File: src/rtl/cfgx_pkg.sv
package cfgx_pkg;
  localparam int BUS_W = 8;
  localparam int DEV_W = 5;
  localparam int FN_W  = 3;
  localparam int REG_W = 6;
  localparam int DW    = 32;
  localparam int AW    = 16;
  localparam logic [AW-1:0] CTRL_PORT = 16'h0CF8;
  localparam logic [AW-1:0] DATA_PORT = 16'h0CFC;
  localparam logic [3:0]    WIN_NIB   = 4'hC;

  typedef struct packed {
    logic             ctype;
    logic [BUS_W-1:0] bus;
    logic [DEV_W-1:0] dev;
    logic [FN_W-1:0]  fn;
    logic [REG_W-1:0] rsel;
  } cfg_tgt_t;

  // Address register keeps enable, bus, device, function and dword register.
  function automatic logic [DW-1:0] m1_clean(input logic [DW-1:0] w);
    return {w[31], 7'd0, w[23:2], 2'b00};
  endfunction

  function automatic logic bus_type(input logic [BUS_W-1:0] b);
    return (b != '0);
  endfunction

  function automatic logic same_dword(input logic [AW-1:0] a, input logic [AW-1:0] b);
    return (a[AW-1:2] == b[AW-1:2]);
  endfunction

  function automatic cfg_tgt_t m1_target(input logic [DW-1:0] a);
    cfg_tgt_t t;
    t.bus   = a[23:16];
    t.dev   = a[15:11];
    t.fn    = a[10:8];
    t.rsel  = a[7:2];
    t.ctype = bus_type(a[23:16]);
    return t;
  endfunction

  function automatic cfg_tgt_t m2_target(input logic [7:0] key_fn, input logic [7:0] fwd,
                                         input logic [AW-1:0] a);
    cfg_tgt_t t;
    t.bus   = fwd;
    t.dev   = {1'b0, a[11:8]};
    t.fn    = key_fn[3:1];
    t.rsel  = a[7:2];
    t.ctype = bus_type(fwd);
    return t;
  endfunction
endpackage

File: src/rtl/cfgx_m1_decode.sv
module cfgx_m1_decode
  import cfgx_pkg::*;
(
  input  logic          clk,
  input  logic          rst_n,
  input  logic          sel,
  input  logic [AW-1:0] io_addr,
  input  logic [3:0]    io_be,
  input  logic          io_rd,
  input  logic          io_wr,
  input  logic [DW-1:0] io_wdata,
  output logic          claim,
  output logic          req,
  output cfg_tgt_t      tgt,
  output logic [DW-1:0] reg_rd,
  output logic [DW-1:0] addr_q,
  output logic          en
);
  logic acc, hit_ctrl, hit_data;

  assign acc      = io_rd | io_wr;
  assign en       = addr_q[31];
  assign hit_ctrl = sel && same_dword(io_addr, CTRL_PORT) && (io_be == 4'hF);
  assign hit_data = sel && same_dword(io_addr, DATA_PORT) && en;
  assign claim    = acc && (hit_ctrl || hit_data);
  assign req      = acc && hit_data;
  assign tgt      = m1_target(addr_q);
  assign reg_rd   = addr_q;

  always_ff @(posedge clk) begin
    if (!rst_n)                addr_q <= '0;
    else if (io_wr && hit_ctrl) addr_q <= m1_clean(io_wdata);
  end
endmodule

File: src/rtl/cfgx_m2_decode.sv
module cfgx_m2_decode
  import cfgx_pkg::*;
(
  input  logic          clk,
  input  logic          rst_n,
  input  logic          sel,
  input  logic [AW-1:0] io_addr,
  input  logic [3:0]    io_be,
  input  logic          io_rd,
  input  logic          io_wr,
  input  logic [DW-1:0] io_wdata,
  output logic          claim,
  output logic          req,
  output cfg_tgt_t      tgt,
  output logic [DW-1:0] reg_rd,
  output logic [7:0]    key_fn_q,
  output logic          key_open
);
  logic       acc, hit_ctrl, hit_win;
  logic [7:0] fwd_q;

  assign acc      = io_rd | io_wr;
  assign key_open = (key_fn_q[7:4] != 4'h0);
  assign hit_ctrl = sel && same_dword(io_addr, CTRL_PORT) && (io_be[0] || io_be[2]);
  assign hit_win  = sel && (io_addr[AW-1:12] == WIN_NIB) && key_open;
  assign claim    = acc && (hit_ctrl || hit_win);
  assign req      = acc && hit_win;
  assign tgt      = m2_target(key_fn_q, fwd_q, io_addr);
  assign reg_rd   = {8'h00, fwd_q, 8'h00, key_fn_q};

  always_ff @(posedge clk) begin
    if (!rst_n) begin
      key_fn_q <= '0;
      fwd_q    <= '0;
    end else if (io_wr && hit_ctrl) begin
      if (io_be[0]) key_fn_q <= io_wdata[7:0];
      if (io_be[2]) fwd_q    <= io_wdata[23:16];
    end
  end
endmodule

File: src/rtl/cfg_port_xlat.sv
module cfg_port_xlat
  import cfgx_pkg::*;
(
  input  logic          clk,
  input  logic          rst_n,
  input  logic          mode_two,
  input  logic [15:0]   io_addr,
  input  logic [3:0]    io_be,
  input  logic          io_rd,
  input  logic          io_wr,
  input  logic [31:0]   io_wdata,
  output logic [31:0]   io_rdata,
  output logic          io_claim,
  output logic          cfg_req,
  output logic          cfg_we,
  output logic          cfg_type,
  output logic [7:0]    cfg_bus,
  output logic [4:0]    cfg_dev,
  output logic [2:0]    cfg_fn,
  output logic [5:0]    cfg_reg,
  output logic [3:0]    cfg_be,
  output logic [31:0]   cfg_wdata,
  input  logic [31:0]   cfg_rdata,
  input  logic          cfg_hit
);
  logic          m1_claim, m1_req, m1_en;
  logic          m2_claim, m2_req, m2_key_open;
  cfg_tgt_t      m1_tgt, m2_tgt, tgt;
  logic [DW-1:0] m1_rd, m2_rd, m1_addr_q;
  logic [7:0]    m2_cse_q;

  cfgx_m1_decode u_m1 (
    .clk(clk), .rst_n(rst_n), .sel(!mode_two), .io_addr(io_addr), .io_be(io_be),
    .io_rd(io_rd), .io_wr(io_wr), .io_wdata(io_wdata), .claim(m1_claim), .req(m1_req),
    .tgt(m1_tgt), .reg_rd(m1_rd), .addr_q(m1_addr_q), .en(m1_en)
  );

  cfgx_m2_decode u_m2 (
    .clk(clk), .rst_n(rst_n), .sel(mode_two), .io_addr(io_addr), .io_be(io_be),
    .io_rd(io_rd), .io_wr(io_wr), .io_wdata(io_wdata), .claim(m2_claim), .req(m2_req),
    .tgt(m2_tgt), .reg_rd(m2_rd), .key_fn_q(m2_cse_q), .key_open(m2_key_open)
  );

  assign tgt       = mode_two ? m2_tgt : m1_tgt;
  assign io_claim  = m1_claim | m2_claim;
  assign cfg_req   = m1_req | m2_req;
  assign cfg_we    = io_wr;
  assign cfg_type  = tgt.ctype;
  assign cfg_bus   = tgt.bus;
  assign cfg_dev   = tgt.dev;
  assign cfg_fn    = tgt.fn;
  assign cfg_reg   = tgt.rsel;
  assign cfg_be    = io_be;
  assign cfg_wdata = io_wdata;

  always_comb begin
    if (!io_rd || !io_claim) io_rdata = '0;
    else if (cfg_req)        io_rdata = cfg_hit ? cfg_rdata : '1;
    else                     io_rdata = mode_two ? m2_rd : m1_rd;
  end
endmodule

File: config.mk
export PLATFORM = sky130hd
export DESIGN_NAME = cfg_port_xlat
export DESIGN_NICKNAME = d
export VERILOG_FILES = /design/src/rtl/cfgx_pkg.sv /design/src/rtl/cfgx_m1_decode.sv /design/src/rtl/cfgx_m2_decode.sv /design/src/rtl/cfg_port_xlat.sv
export SDC_FILE = /design/constraint.sdc
export NUM_CORES = 1
export LEC_CHECK = 0
export ABC_AREA = 1
export BUFFER_PORTS_ARGS = -buffer_cell sky130_fd_sc_hd__buf_4
export CAP_MARGIN = 5
export CORE_MARGIN = 2
export CORE_UTILIZATION = 44
export DETAILED_ROUTE_END_ITERATION = 10
export HOLD_SLACK_MARGIN = 0.1
export PLACE_DENSITY = 0.79
export SLEW_MARGIN = 20
export SYNTH_ARGS = -nofsm -noshare
export SYNTH_HDL_FRONTEND = slang
export SYNTH_SLANG_ARGS = --single-unit
File: constraint.sdc
create_clock -name clk -period 2.1 [get_ports clk]
set_clock_uncertainty 0.2 [all_clocks]
set_input_delay 0.21 -clock clk [delete_from_list [all_inputs] [get_ports clk]]
set_output_delay 0.21 -clock clk [all_outputs]
set_load 0.02 [all_outputs]
### Word level (Yosys, flattened, before mapping)

Cells that the tools add are included.
W data, S select, Z words.

* register bits after elaboration: 39
* input bits: 90
* output and inout port bits: 94
* logic and storage cells: 41

* equality and inequality tests: 4
* multiplexer cells: 5
* bitwise logic cells: 3
* reductions and logical operators: 26

Operator list (count)
* $mux W32: 4
* $eq A14 B10 Y1 const B: 2
* $mux W23: 1
* $reduce_bool A8 Y1: 2
* $logic_and A1 B1 Y1: 14
* $eq A4 B4 Y1 const B: 2
* $logic_or A1 B1 Y1: 4
* $reduce_and A2 Y1: 2
* $reduce_bool A4 Y1: 1
* $logic_not A1 Y1: 3
* $or A1 B1 Y1: 3

### Longest topological paths before layout

Gate-level depths: netlist of run 1.

* depth after elaboration: 9
* mapped depth: 11
* mapped depth without buffers: 10

### Modules after synthesis

From an unflattened synthesis of run 1, not the netlist that was laid out.

* cell total of the unflattened synthesis: 912
* area, all modules: 4869.7 um^2

By module, submodules not included
* cfgx_m1_decode: instances 1, cells each 297, area an instance 1845.5 um^2, sequential area each 460.4 um^2
* cfg_port_xlat: instances 1, cells each 428, area an instance 1825.5 um^2, sequential area each 0.0 um^2
* cfgx_m2_decode: instances 1, cells each 187, area an instance 1198.6 um^2, sequential area each 320.3 um^2

### Worst setup path before layout of run 1

No wires, ideal clock.

* kind: reg-to-output
* from: register u_m1.addr_q[31]
* to: output port io_rdata[15]
* arrival: 1443 ps
* required time: 1690 ps
* setup slack: 247 ps
* cell stages (with the launch flop): 10
* path buffers: 1
* cells stage by stage: dfxtp_1 inv_1 nor2_1 nand2_1 nor2_1 nand2_1 nand2_4 buf_2 nand3_1 a21oi_1

* word-level cells in the longest chain between the ends: 7
* elaborated cells between the ends (all ways): 10
* those cells by class: mux (2); bitwise (2); reduce/logical (6)

Ends and longest elaborated chain
* from (decl): RTL line cfgx_m1_decode.sv:16 `output logic [DW-1:0] addr_q,`
* from (signal assigned): RTL line cfgx_m1_decode.sv:32 `else if (io_wr && hit_ctrl) addr_q <= m1_clean(io_wdata);`
* $logic_and A1 B1 Y1 *: RTL line cfgx_m1_decode.sv:24 `assign hit_data = sel && same_dword(io_addr, DATA_PORT) && en;`
* $logic_or A1 B1 Y1: RTL line cfgx_m1_decode.sv:25 `assign claim = acc && (hit_ctrl || hit_data);`
* $logic_and A1 B1 Y1: RTL line cfgx_m1_decode.sv:25
* $or A1 B1 Y1: RTL line cfg_port_xlat.sv:45 `assign io_claim = m1_claim | m2_claim;`
* $logic_not A1 Y1: RTL line cfg_port_xlat.sv:57 `if (!io_rd || !io_claim) io_rdata = '0;`
* $logic_or A1 B1 Y1: RTL line cfg_port_xlat.sv:57
* $mux W32 *: RTL line cfg_port_xlat.sv:57
* to (decl): RTL line cfg_port_xlat.sv:12 `output logic [31:0] io_rdata,`

Every way passes the cells marked *; elsewhere a longest branch is shown, timed or not.

### Worst setup path after layout of run 1

* from: register u_m2.key_fn_q[5]
* to: output port io_rdata[17]

* word-level cells in the longest chain between the ends: 8
* elaborated cells between the ends (all ways): 11
* those cells by class: mux (2); bitwise (2); reduce/logical (7)

Ends and longest elaborated chain
* from (decl): RTL line cfgx_m2_decode.sv:16 `output logic [7:0] key_fn_q,`
* from (signal assigned): RTL line cfgx_m2_decode.sv:36 `if (io_be[0]) key_fn_q <= io_wdata[7:0];`
* $reduce_bool A4 Y1 *: RTL line cfgx_m2_decode.sv:23 `assign key_open = (key_fn_q[7:4] != 4'h0);`
* $logic_and A1 B1 Y1 *: RTL line cfgx_m2_decode.sv:25 `assign hit_win = sel && (io_addr[AW-1:12] == WIN_NIB) && key_open;`
* $logic_or A1 B1 Y1: RTL line cfgx_m2_decode.sv:26 `assign claim = acc && (hit_ctrl || hit_win);`
* $logic_and A1 B1 Y1: RTL line cfgx_m2_decode.sv:26
* $or A1 B1 Y1: RTL line cfg_port_xlat.sv:45
* $logic_not A1 Y1: RTL line cfg_port_xlat.sv:57
* $logic_or A1 B1 Y1: RTL line cfg_port_xlat.sv:57
* $mux W32 *: RTL line cfg_port_xlat.sv:57

Marks and branches as above.

==> results of run 1 <==
-- how the worst max path moves through the flow --
stage	from	to	slack, ns	cells past startpoint
2_1_floorplan	u_m1.addr_q[31]	io_rdata[15]	0.25	9
3_3_place_gp	io_addr[13]	io_rdata[8]	0.03	11
3_5_place_dp	io_addr[13]	io_rdata[8]	0.01	11
4_1_cts	u_m1.addr_q[31]	io_rdata[16]	-0.05	11
5_1_grt	u_m1.addr_q[31]	io_rdata[19]	-0.17	11
6_report	u_m2.key_fn_q[5]	io_rdata[17]	-0.08	9
-- placed cells by master, fill, tap and decap left out, types with 2 or more instances in the layout --
master,instances
inv_1,27
o21ai_0,42
o21ai_2,2
nand2_2,12
nand4_2,2
nand2_4,6
buf_6,14
a21oi_1,2
dlygate4sd3_1,25
nor2_4,6
inv_2,3
nor2_1,122
dfxtp_1,38
nand3_2,3
buf_12,4
nand2_1,103
a21oi_2,13
nor4_1,2
clkbuf_8,5
buf_16,2
buf_4,166
or2_2,15
nor2_2,2
nand4_1,3
nand3_1,28
-- metrics by stage --
stage	util [%]	hold WS, ns	setup TNS, ns
after floorplan	-	0.145	0
after global placement	59.9	0.220	0
after detailed placement	59.9	0.220	0
after CTS	68.1	0.115	-0.536
after global routing	69.9	0.123	-4.54
final	69.9	0.125	-1.06
-- worst max-delay path: stages, from the launching register on --
cell and delay (ns):
dfxtp_1 0.30, inv_1 0.09, nand4_1 0.17, nand3_2 0.13, nand2_4 0.09, buf_4 0.15
nand2_4 0.15, nand2_1 0.09, a21oi_2 0.16, buf_4 0.15
-- final cells by class --
class	instances	area [µm²]
Clock buffer	6	72.6
Sequential cell	39	782
Fill cell	556	2010
Clock inverter	2	12.5
Inverter	31	116
Timing Repair Buffer	211	1790
Multi-Input combinational cell	368	1800
Tap cell	80	100
-- routing by layer --
metal | global-route usage [%] | part of all wire (%)
met1 | 32.6 | 40
met2 | 45.0 | 51
met3 | 2.86 | 7.0
met4 | 7.39 | 2.3
met5 | 0 | 0
-- flip-flops by register name, indices dropped and copies added, names as in the netlist --
name,count
u_m1.addr_q,23
u_m2.fwd_q,8
u_m2.key_fn_q,8
-- cells by family (layout without fill, tap and decap cells) --
logic type             count (synthesis)  count (layout)  synth area share [%]
AND/OR/NAND/NOR                      306             308                  43.8
buffers and inverters                 94             250                  18.9
AO/OA/AOI/OAI                         60              60                  11.3
flip-flops                            39              39                  26.0
-- where the power goes --
group          switching, mW  internal [mW]  total, mW
Clock                  0.258          0.232      0.490
Combinational          0.198          0.211      0.408
Sequential        0.00000188          0.739      0.739
Total                  0.455           1.18       1.64
-- timing repair --
item	CTS	global route
buffers inserted	7	0
pin swaps	17	8
hold buffers	25	0
gates cloned	4	0
endpoints found under the hold margin	39	0
endpoints found under the setup margin	31	33
resized for setup	19	35
==> results_dict.tcl, run 1 <==
set metrics [dict create \
    netlist_top_cells_count "nor2_1 (127), nand2_1 (117), o21ai_0 (43)" \
    grt-ovfl-total 0 \
    hold_end "u_m2.key_fn_q[0]" \
    power_leakage_nw 2.24 \
    synthCells 499 \
    grt_pass1_wl_um 15500 \
    min_from "rst_n" \
    antenna_cells_inserted 0 \
    grt_antenna_before_repair 0 \
    dpl_worst_slack_ns 0.0136 \
    crit_end_element "output pin" \
    count_of_maximum_capacitance_violations 0 \
    detail_route.first_pass.iterations 5 \
    ys.flop_type "dfxtp_1" \
    synthesis.area_um2 3000 \
    clkLatencyLatePin_ns 0.28 \
    cts.root.buffer_cell "clkbuf_8" \
    max_clock_freq_mhz 460 \
    yosys.cell_types.count 30 \
    postRouteWirelength_um 9960 \
    viasPerCell 4.98 \
    synth_enable_flop_cells 0 \
    final_layout_size_suffix_gt1_share_pct 39.7 \
    slew_violations 0 \
    design.portCount 184 \
    floorplan.rows 30 \
    drt_first_iter_violations 199 \
    outcome "finished, violations left" \
    setup.reg_to_reg.worst_slack_ns 1.23 \
    dieHeight_um 86.6 \
    htreeDepth 2 \
    synth_warnings 0 \
    die_width_um 86.6 \
    relSlewSlack_pct 67.0 \
    worstRegToRegCells 4 \
    required_ns 1.69 \
    grt_max_degree 40 \
    tightest_slew_ns 0.490 \
    tot_gr_track_use_pct 25.5 \
    synth_largest_area_cell "dfxtp_1" \
    fin_crit_sh_pct 104 \
    post-layout-total-power_mw 1.64 \
    netlist.area_leader.share_pct 26.0 \
    post_route_non_filler_standard_cell_count 737 \
    synth_most_common_cell "nor2_1" \
    floorplan.initialDensity_pct 44.9 \
    setup_violations 30 \
    min_path_type "input port to flip-flop" \
    dp.final_hpwl_um 7190 \
    synth_seq_area_share_pct 26.0 \
    ir_worst_vdd_uv 384 \
    dieArea_um2 7490 \
    r2r_start "u_m2.fwd_q[2]" \
    r2r-end "u_m2.fwd_q[2]" \
    arrival_ns 1.77 \
    wl_per_cell_um 13.5 \
    via_count_of_the_first_global_routing_pass 3371 \
    nets 746 \
    pd_cells_nw_per_um2 350 \
    crit_type "flip-flop to output pin" \
    placedInstanceArea_um2 4000 \
    routed-via-count 3673 \
    design.core.area_um2 6680 \
    cts_max_path_buffers 2 \
    tritoncts_clock_tree "done" \
    synthArstFlopShare_pct 0 \
    area_growth_syn_to_layout_pct 55.8 \
    worst_hold_path.num_cells 3 \
    rsz_0062_raised_after_global_routing "yes" \
    cts_num_sinks 39 \
    yosys-top-cells-area "dfxtp_1 (26%), nor2_1 (16%), nand2_1 (15%)" \
    drc 0 \
    hold_viol_final 0 \
    crit_path_max_fanout 13 \
    worst_setup_path_start_kind "flip-flop" \
    synth-seq-cells 39 \
    placedCellCount 693 \
    syn_nets 589 \
    port-buffer-count 167 \
    place.gp.congestion 0.856 \
    violations "negative setup slack" \
    worst_setup_hold_path_clk_slew_ns 0.08 \
    drt.antenna.violating_nets 0 \
    design_area_um2 4670 \
    fin_crit_ns 2.18 \
    syn-mean-instance-area_um2 6.01 \
    setup_slack_ns -0.0762 \
    cts-buffers-inserted 5 \
]
Power figures use the tool's default switching activity.
==> inputs of run 2 (changes only) <==
Settings changed: SKIP_CTS_REPAIR_TIMING from default to 1.
==> results_dict.tcl, run 2 (same netlist as run 1, synthesis figures left out) <==
set metrics [dict create \
    grt.busiest_layer "met2" \
    fraction_of_power_spent_switching_nets_pct 27.8 \
    setup_slack_ns -0.0843 \
    crit_type "flip-flop to output pin" \
    cell_type_of_the_slowest_stage_on_the_worst_timing_path "dfxtp_2" \
    detail_route.first_pass.iterations 5 \
    crit_path_max_fanout 8 \
    grt.met2_usage_pct 40.1 \
    worst_setup_path_start_kind "flip-flop" \
    globalRouteMet1Util_pct 31.4 \
    viasPerCell 5.01 \
    cts_max_path_buffers 2 \
    nets 746 \
    required_ns 1.69 \
    r2r-end "u_m2.fwd_q[2]" \
    r2r_start "u_m2.fwd_q[2]" \
    fin_crit_ns 2.18 \
    min_path_type "input port to flip-flop" \
    outcome "finished, violations left" \
    setup_violations 24 \
    p_int_mw 1.18 \
    drt.antenna.violating_nets 0 \
    violations "negative setup slack" \
    cts_num_sinks 39 \
    power_leakage_nw 2.24 \
    dieHeight_um 86.6 \
    global_route.usage.met3_pct 2.48 \
    count_of_maximum_capacitance_violations 0 \
    dp.final_hpwl_um 7190 \
    switching_power_mw 0.454 \
    ir_worst_vdd_uv 381 \
    antenna_cells_inserted 0 \
    area_growth_syn_to_layout_pct 54.8 \
    cts-buffers-inserted 5 \
    arrival_ns 1.77 \
    clockPowerShare_pct 29.8 \
    worstRegToRegCells 4 \
    layout.cells.most_common_list "buf_4 (165), nor2_1 (124), nand2_1 (111)" \
    hold_end "u_m2.key_fn_q[3]" \
    port-buffer-count 167 \
    pd_cells_nw_per_um2 352 \
    cts.root.buffer_cell "clkbuf_8" \
    dpl_worst_slack_ns 0.0136 \
    hold_viol_final 0 \
    setup.reg_to_reg.worst_slack_ns 1.22 \
    grt_pass1_wl_um 14200 \
    wl_per_cell_um 13.9 \
    flip_flop_count_of_the_largest_register_all_copies_and_words_added 23 \
    fin_util_pct 69.5 \
    clkLatencyLatePin_ns 0.28 \
    final.fill_count 570 \
    crit_top_cell "buf_6" \
    worst_hold_path.num_cells 3 \
    slew_violations 0 \
    place.gp.congestion 0.856 \
    design_area_um2 4640 \
    crit_end_element "output pin" \
    htreeDepth 2 \
    tot_gr_track_use_pct 23.5 \
    timing.critical_path.slowest_cell_delay_ns 0.33 \
    setup_total_negative_slack_ns -1.31 \
    min_from "rst_n" \
    dieArea_um2 7490 \
    worst_setup_hold_path_clk_slew_ns 0.08 \
    p_comb_share_pct 25.1 \
    die_width_um 86.6 \
    floorplan.rows 30 \
    top_regs "u_m1.addr_q x23, u_m2.fwd_q x8, u_m2.key_fn_q x8" \
    final.hold.worst_slack_ns 0.128 \
    grt_antenna_before_repair 0 \
    via_count_of_the_first_global_routing_pass 3090 \
    relSlewSlack_pct 68.9 \
    design.core.area_um2 6680 \
    drc 0 \
    tightest_slew_ns 0.462 \
    placedInstanceArea_um2 4000 \
    design.portCount 184 \
    postRouteWirelength_um 10200 \
    floorplan.initialDensity_pct 44.9 \
    tritoncts_clock_tree "done" \
    layout_commonest_cell "buf_4" \
    fin_crit_sh_pct 104 \
    grt-ovfl-total 0 \
    largest_register "u_m1.addr_q" \
    grt_max_degree 40 \
    rsz_0062_raised_after_global_routing "yes" \
    final_layout_size_suffix_gt1_share_pct 39.0 \
    drt_first_iter_violations 172 \
    p_seq_share_pct 45.2 \
    path_cells "inv_2 > nor2_4 > nand2_1 > nor2_1 > nand2_2 > nand2_8 > buf_6 > nand3_1 > a21oi_2 > buf_6" \
    max_clock_freq_mhz 458 \
    routed-via-count 3692 \
]
==> run 2: final cells by class <==
| cell class | count | area (µm²) | share of cell area, % |
|---|---|---|---|
| Multi-Input combinational cell | 369 | 1800 | 38.8 |
| Timing Repair Buffer | 210 | 1760 | 37.9 |
| Inverter | 31 | 116 | 2.51 |
| Clock buffer | 6 | 72.6 | 1.56 |
| Sequential cell | 39 | 782 | 16.8 |
| Clock inverter | 2 | 12.5 | 0.270 |
| Tap cell | 80 | 100 | 2.16 |
==> run 2: how the worst max path moves through the flow <==
stage | depth (start not counted) | slack [ns] | to | start
global route | 11 | -0.18 | io_rdata[8] | u_m1.addr_q[31]
CTS | 11 | -0.18 | io_rdata[8] | u_m1.addr_q[31]
floorplan | 9 | 0.25 | io_rdata[15] | u_m1.addr_q[31]
global placement | 11 | 0.03 | io_rdata[8] | io_addr[13]
detailed placement | 11 | 0.01 | io_rdata[8] | io_addr[13]
finish | 10 | -0.08 | io_rdata[16] | u_m1.addr_q[31]
==> run 2: stage by stage <==
step / cells / total power, mW
2_1_floorplan: 499 / 0.963
3_3_place_gp: 693 / 1.11
3_5_place_dp: 693 / 1.12
4_1_cts: 701 / 1.60
5_1_grt: 737 / 1.71
6_report: 737 / 1.64
==> run 2: power groups by stage <==
stage	Clock, mW	Sequential [mW]	Combinational, mW
2_1_floorplan	0	0.756	0.207
3_3_place_gp	0	0.756	0.356
3_5_place_dp	0	0.756	0.361
4_1_cts	0.494	0.739	0.362
5_1_grt	0.532	0.739	0.439
6_report	0.487	0.739	0.410
==> run 2: metal layers <==
layer,share of wire [%],vias up,wire [µm]
met5,0,-,0
met2,50,155,5140
met3,6.1,26,622
met4,2.5,0,252
li1,-,1841,-
met1,41,1670,4220
==> run 2: critical path: cells and delay by family, from the launching register on <==
| family | cells | cell delay, ns |
|---|---|---|
| and+or+nand+nor | 6 | 0.69 |
| AOI/OAI and AO/OA | 1 | 0.17 |
| buffers and inverters | 3 | 0.30 |
| DFF | 1 | 0.33 |
